===== config.mk =====
export PLATFORM = sky130hd
export DESIGN_NAME = strobe_reg_slave
export DESIGN_NICKNAME = d
export VERILOG_FILES = /design/src/rtl/strobe_reg_slave.sv
export SDC_FILE = /design/constraint.sdc
export NUM_CORES = 1
export LEC_CHECK = 0
export ABC_AREA = 1
export BUFFER_PORTS_ARGS = -buffer_cell sky130_fd_sc_hd__buf_4
export CORE_MARGIN = 2
export CORE_UTILIZATION = 57
export DETAILED_ROUTE_END_ITERATION = 12
export GPL_ROUTABILITY_DRIVEN = 0
export PLACE_DENSITY = 0.78
export SYNTH_ARGS = -nofsm -noshare
export SYNTH_HDL_FRONTEND = slang
export SYNTH_SLANG_ARGS = --single-unit

===== constraint.sdc =====
create_clock -name clk -period 2.03 [get_ports clk]
set_input_delay 0.406 -clock clk [delete_from_list [all_inputs] [get_ports clk]]
set_output_delay 0.406 -clock clk [all_outputs]
set_load 0.01 [all_outputs]

===== src/rtl/strobe_reg_slave.sv =====
module strobe_reg_slave #(
  parameter int ADDR_W   = 7,
  parameter int REG_W    = 16,
  parameter int NUM_REGS = 8,
  parameter int LED_W    = 4,
  parameter int LED_ADDR = 0
) (
  input  logic             clk,
  input  logic             rst_n,
  input  logic             clr_n_pin,
  input  logic             stb_pin,
  input  logic             din_pin,
  output logic             dout_pin,
  output logic [LED_W-1:0] led
);
  localparam int CMD_W = ADDR_W + 1;
  localparam int MAXB  = (REG_W > CMD_W) ? REG_W : CMD_W;
  localparam int CW    = $clog2(MAXB + 1);
  localparam int IW    = (NUM_REGS > 1) ? $clog2(NUM_REGS) : 1;

  typedef enum logic [1:0] {P_CMD, P_RD, P_WR, P_DONE} phase_t;

  logic [1:0] clr_q, din_q;
  logic [2:0] stb_q;
  logic       clr_s, din_s, rise;

  phase_t            phase;
  logic [CW-1:0]     cnt;
  logic [ADDR_W-1:0] cmd_sh, addr;
  logic [REG_W-1:0]  rd_sh, wr_sh;
  logic [REG_W-1:0]  regs [NUM_REGS];

  logic [CMD_W-1:0]  cmd_word;
  logic [ADDR_W-1:0] cmd_addr;
  logic [REG_W-1:0]  rd_word, wr_word;

  assign clr_s    = clr_q[1];
  assign din_s    = din_q[1];
  assign rise     = stb_q[1] & ~stb_q[2];
  assign cmd_word = {cmd_sh, din_s};
  assign cmd_addr = cmd_word[ADDR_W-1:0];
  assign rd_word  = (cmd_addr < ADDR_W'(NUM_REGS)) ? regs[cmd_addr[IW-1:0]] : '0;
  assign wr_word  = {wr_sh[REG_W-2:0], din_s};
  assign led      = regs[LED_ADDR][LED_W-1:0];

  always_ff @(posedge clk or negedge rst_n) begin
    if (!rst_n) begin
      clr_q <= '0;
      din_q <= '0;
      stb_q <= '1;
    end else begin
      clr_q <= {clr_q[0], clr_n_pin};
      din_q <= {din_q[0], din_pin};
      stb_q <= {stb_q[1:0], stb_pin};
    end
  end

  always_ff @(posedge clk or negedge rst_n) begin
    if (!rst_n) begin
      phase    <= P_CMD;
      cnt      <= '0;
      cmd_sh   <= '0;
      addr     <= '0;
      rd_sh    <= '0;
      wr_sh    <= '0;
      dout_pin <= 1'b0;
      for (int i = 0; i < NUM_REGS; i++) regs[i] <= '0;
    end else if (!clr_s) begin
      phase    <= P_CMD;
      cnt      <= '0;
      dout_pin <= 1'b0;
    end else if (rise) begin
      case (phase)
        P_CMD: begin
          cmd_sh <= cmd_word[ADDR_W-1:0];
          if (cnt == CW'(ADDR_W)) begin
            cnt  <= '0;
            addr <= cmd_addr;
            if (cmd_word[ADDR_W]) begin
              rd_sh <= rd_word;
              phase <= P_RD;
            end else begin
              phase <= P_WR;
            end
          end else begin
            cnt <= cnt + 1'b1;
          end
        end
        P_RD: begin
          dout_pin <= rd_sh[REG_W-1];
          rd_sh    <= rd_sh << 1;
          cnt      <= cnt + 1'b1;
          if (cnt == CW'(REG_W-1)) phase <= P_DONE;
        end
        P_WR: begin
          wr_sh <= wr_word;
          if (cnt == CW'(REG_W-1)) begin
            if (addr < ADDR_W'(NUM_REGS)) regs[addr[IW-1:0]] <= wr_word;
            phase <= P_DONE;
          end else begin
            cnt <= cnt + 1'b1;
          end
        end
        default: dout_pin <= 1'b0;
      endcase
    end
  end
endmodule



# Word level (Yosys, flattened, before mapping)

Cells that the tools add are included.

Bits of input ports: 5
Output and inout port bits: 5
Register bits: 188
Logic and storage cells: 78

Bitwise operators: 4
Equal/unequal tests: 13
Reduce and logical (&&, ||, !) cells: 13
Add/sub/neg operators: 1
$lt $le $gt $ge: 5
Multiplexer cells: 24

Operators by type and width:

| cell                  | number |
|---|---|
| $bwmux W128           | 1 |
| $mux W16              | 6 |
| $bmux W16 S3          | 1 |
| $demux W16 S3         | 1 |
| $pmux W16 S2          | 1 |
| $mux W5               | 4 |
| $pmux W5 S3           | 1 |
| $lt A7 B4 Y1 const B  | 2 |
| $mux W2               | 5 |
| $reduce_and A5 Y1     | 2 |
| $reduce_and A3 Y1     | 3 |
| $ge A4 B4 Y1 const B  | 2 |
| $not A3 Y4            | 2 |
| $reduce_and A4 Y1     | 2 |
| $ne A2 B2 Y1 const B  | 3 |
| $ne A3 B2 Y1 const B  | 2 |
| $ne A3 B3 Y1 const B  | 2 |
| $add A5 B1 Y5 const B | 1 |
| $eq A5 B3 Y1 const B  | 1 |
| $eq A5 B4 Y1 const B  | 1 |
| $lt A4 B1 Y1 const B  | 1 |
| $ne A4 B1 Y1 const B  | 1 |
| $pmux W2 S2           | 1 |
| $reduce_or A2 Y1      | 2 |
| other kinds (11)      | 12 |

# Logic depth before layout (Yosys ltp)

Depth in word-level cells: 8
Depth in mapped cells: 12
Depth with buffers taken out: 12

# Worst setup path before layout

Ideal clock, no wire load.

Path type: reg2reg
Start: reg cnt[0]
End: reg regs[23] (netlist bit)
Buffers on the path: 1
Stages on the path, launching flop included: 11
Clock period less this slack: 1906 ps
Data arrival time: 1779 ps
Library setup time: 127 ps
Required time: 1903 ps
Setup slack: 124 ps
Cells stage by stage: dfrtp_1 ha_1 nand2_1 nor2_1 ha_1 nand4_1 nor2_8 nand3_4 buf_2 nand2_1 o21ai_2

Word-level cells in the longest chain between the ends: 2

Ends and longest elaborated chain:

| what                            | RTL line | RTL |
|---|---|---|
| from (decl)                     | 28       | `logic [CW-1:0] cnt;` |
| from (signal assigned)          | 86       | `cnt <= cnt + 1'b1;` |
| from (signal assigned)          | 92       | `cnt <= cnt + 1'b1;` |
| from (signal assigned)          | 101      | `cnt <= cnt + 1'b1;` |
| $eq A5 B4 Y1                    | 97       | `if (cnt == CW'(REG_W-1)) begin` |
| $reduce_and A5 Y1 (no line)     | -        |  |
| to (signal, indexed assignment) | 98       | `if (addr < ADDR_W'(NUM_REGS)) regs[addr[IW-1:0]] <= wr_word;` |
| to (decl)                       | 31       | `logic [REG_W-1:0] regs [NUM_REGS];` |

Every way passes these cells.
A chain may end at the register's enable or synchronous reset.

# Final worst setup path

Start: reg cnt[0]
End: reg regs[77] (netlist bit)

Same word-level chain as after synthesis.

==> impl_results.md <==
* CTS max path bufs at 2
* Max VDD drop at 0.000648 V
* Setup WS post-layout at 0.0697 ns
* Max Slew Vio Count at 0
* Crit path launch type: flip-flop
* Setup slack, reg-to-reg at 0.07 ns
* Die footprint at 16900 um^2
* Die Span Y at 130 um
* Placed Cells incl. Taps at 1299
* Post-DRT Antenna Nets at 0
* Cells along the critical path: ha_1 -> nand2_1 -> nor2_1 -> ha_1 -> nand4_1 -> nor2_8 -> buf_12 -> nand3_4 -> buf_12 -> nand2_1 -> o21ai_2
* Row Count at 46
* Hold Path Depth at 1
* Detailed Route WL at 19800 um
* Chip Width at 130 um
* Lkg Pwr at 4.76 nW
* First drt pass iteration count at 5
* Final Critical Period at 1.96 ns
* Clock sinks at 188
* Hold path endpoint: clr_q[0]$_DFF_PN0_
* DRC at 0
* Hold_sp: clr_n_pin
* CP max stage cell: dfrtp_1
* Post-synthesis sequential area ratio at 51.9%
* Core ar. at 15700 um^2
* Syn nets at 1118
* RSZ-0062 raised after global routing: yes
* Io pins at 10
* HP Class: in2reg
* Port bufs at 9
* CTS buffer count at 17
* Number of cells on the worst reg-to-reg path at 11
* Actual slew at the worst max-slew pin at 0.642 ns
* Hold Vio Cnt, Final at 0
* Pre-CTS WS at 0.00483 ns
* Post-route cell area at 10000 um^2
* Layout Cells excl Fill at 1338
* Crit path max fanout at 32
* Max-cap check violation count at 0
* Total track usage at 25.3%
* Vias per cell at 5.30
* Final Power at 9.09 mW
* Max incr delay on CP at 0.37 ns
* Half-perimeter wire length after placement at 12200 um
* P&R area growth vs syn at 10.5%
* WL per Instance at 14.8 um
* CP required at 2.34 ns
* First-pass GRT wire length at 32900 um
* Cell Area, Synth at 9070 um^2
* Final setup violation count at 0
* Worst-path clk slew at 0.07 ns
* Antenna diodes at 0
* Grt total ovfl at 0
* Fin crit share at 96.6%
* Slew HR at 56.9%
* Largest net degree at the start of global routing at 62
* Antenna violations before repair at 0
* Fillers at 1305
* Avg Cell Area, Syn at 8.19 um^2
* Kind of critical path: reg2reg
* Initial Utilization at 57.7%
* Cell family with most CP delay: simple AND/OR/NAND/NOR gates
* Iter 0 DRT Violations at 688
* Worst setup EP type: flip-flop
* Htree depth at 4
* Fraction of layout cells with a size suffix above 1 at 12.5%
* Vias in the first global route at 6658
* CTS tree: yes
* Clock skew at 0.00857 ns
* Yosys warns at 0
* Worst r2r src: cnt[0]$_DFFE_PN0P_
* Max frequency at 0.510 GHz
* Cell Area, Placed at 9410 um^2
* Netlist cell types at 27
* Final hold slack at 0.0728 ns
* Clock root buffer: clkbuf_16
* Gate count of the mapped netlist at 1108
* Vias at 7090
* Register bit total from synthesis at 188
* Clk Latency, worst-skew pair at 0.44 ns
* Critical R2R Capture: regs[77]$_DFFE_PN0P_
* Power density over cell area at 907 nW/um^2
* CP bufs+invs at 2
* Status: finished, final reports clean
* Layout net count at 1119
* WP data arrival at 2.27 ns
[cells in the final DEF, fill, tap and decap left out, types with 5 or more instances in the layout]
cell type	count
nor2_1	50
nand3_4	8
dfrtp_1	184
buf_12	16
o21ai_0	36
nand2_1	348
o21ai_1	85
clkinv_4	5
o21ai_2	46
inv_1	148
ha_1	5
buf_4	27
clkbuf_16	17
nand3_1	92
a21oi_1	23
[cell type report]
class | instances | area [um^2] | area share [%]
Sequential cell | 188 | 4710 | 47.0
Timing Repair Buffer | 45 | 547 | 5.45
Multi-Input combinational cell | 706 | 3390 | 33.8
Clock buffer | 20 | 457 | 4.55
Tap cell | 216 | 270 | 2.69
Clock inverter | 12 | 90.1 | 0.898
Inverter | 151 | 567 | 5.65
[synthesized netlist by cell type]
| master | number | area (um^2) |
|---|---|---|
| o21ai_1 | 85 | 425 |
| nand3_4 | 8 | 140 |
| o211ai_1 | 2 | 15.0 |
| ha_1 | 5 | 62.6 |
| buf_6 | 20 | 225 |
| clkinv_1 | 1 | 3.75 |
| nor3_1 | 1 | 5.00 |
| inv_1 | 149 | 559 |
| nor3_2 | 1 | 10.0 |
| a21oi_1 | 23 | 115 |
| nand4_1 | 4 | 25.0 |
| o21ai_2 | 45 | 394 |
| clkbuf_1 | 25 | 93.8 |
| nand2_1 | 348 | 1310 |
| o21ai_0 | 37 | 185 |
| nand3_1 | 92 | 460 |
| inv_2 | 1 | 3.75 |
| buf_1 | 4 | 15.0 |
| nand2_4 | 1 | 11.3 |
| a31oi_1 | 1 | 6.26 |
| dfrtp_1 | 185 | 4630 |
| nor2_1 | 51 | 191 |
| buf_2 | 10 | 50.1 |
| nor2_4 | 1 | 11.3 |
| nor2_8 | 1 | 20.0 |
| dfstp_2 | 3 | 78.8 |
| buf_4 | 4 | 30.0 |
[metal layers]
| metal | GRT usage (%) | vias to the layer above | share of wire, % |
|---|---|---|---|
| met5 | 0 | - | 0 |
| met4 | 8.79 | 0 | 1.7 |
| met3 | 4.96 | 33 | 5.4 |
| met2 | 40.2 | 192 | 47 |
| met1 | 35.1 | 3386 | 46 |
| li1 | - | 3479 | - |
[how the worst max path moves through the flow]
stage	from	endpoint	slack [ns]	cells past startpoint
after floorplan	cnt[0]$_DFFE_PN0P_	regs[23]$_DFFE_PN0P_	0.12	10
after global placement	cnt[0]$_DFFE_PN0P_	regs[101]$_DFFE_PN0P_	0.05	10
after detailed placement	cnt[0]$_DFFE_PN0P_	regs[57]$_DFFE_PN0P_	0.005	10
after CTS	cnt[0]$_DFFE_PN0P_	regs[76]$_DFFE_PN0P_	0.02	11
after global routing	cnt[0]$_DFFE_PN0P_	regs[36]$_DFFE_PN0P_	-0.1	11
final	cnt[0]$_DFFE_PN0P_	regs[77]$_DFFE_PN0P_	0.07	11
[report_power, final]
group | leakage (nW) | total (mW) | internal, mW | switching [mW]
Combinational | 1.92 | 1.79 | 0.542 | 1.25
Clock | 0.275 | 3.10 | 1.64 | 1.46
Sequential | 2.56 | 4.20 | 4.03 | 0.172
Total | 4.76 | 9.09 | 6.22 | 2.88
[flip-flops by register name (all words and copies together), names as in the netlist, 3 cells and up]
register	flops
addr	7
cmd_sh	7
cnt	5
led	4
rd_sh	16
regs	124
stb_q	3
wr_sh	15
[stage by stage]
step	util [%]	TNS [ns]
6_report	63.8	0
5_1_grt	63.8	-7.89
3_5_place_dp	59.9	0
2_1_floorplan	-	0
4_1_cts	63.7	0
3_3_place_gp	59.9	0
[cell families (layout without fill, tap and decap cells)]
| group | after synthesis | in the layout | synth area share, % |
|---|---|---|---|
| fa+ha+maj | 5 | 5 | 0.689 |
| compound gates | 193 | 193 | 12.6 |
| flops | 188 | 188 | 51.9 |
| buf+inv | 214 | 228 | 10.8 |
| simple gates | 508 | 508 | 24.0 |
[timing repair]
item,4_1_cts,5_1_grt
setup buffers,4,2
hold endpoints to repair,55,0
gates resized for setup,0,3
pin swaps,1,4
hold buffers,1,0
gates cloned,0,0
endpoints found under the setup margin,1,133
No activity file was read; power rests on OpenSTA's default activity.
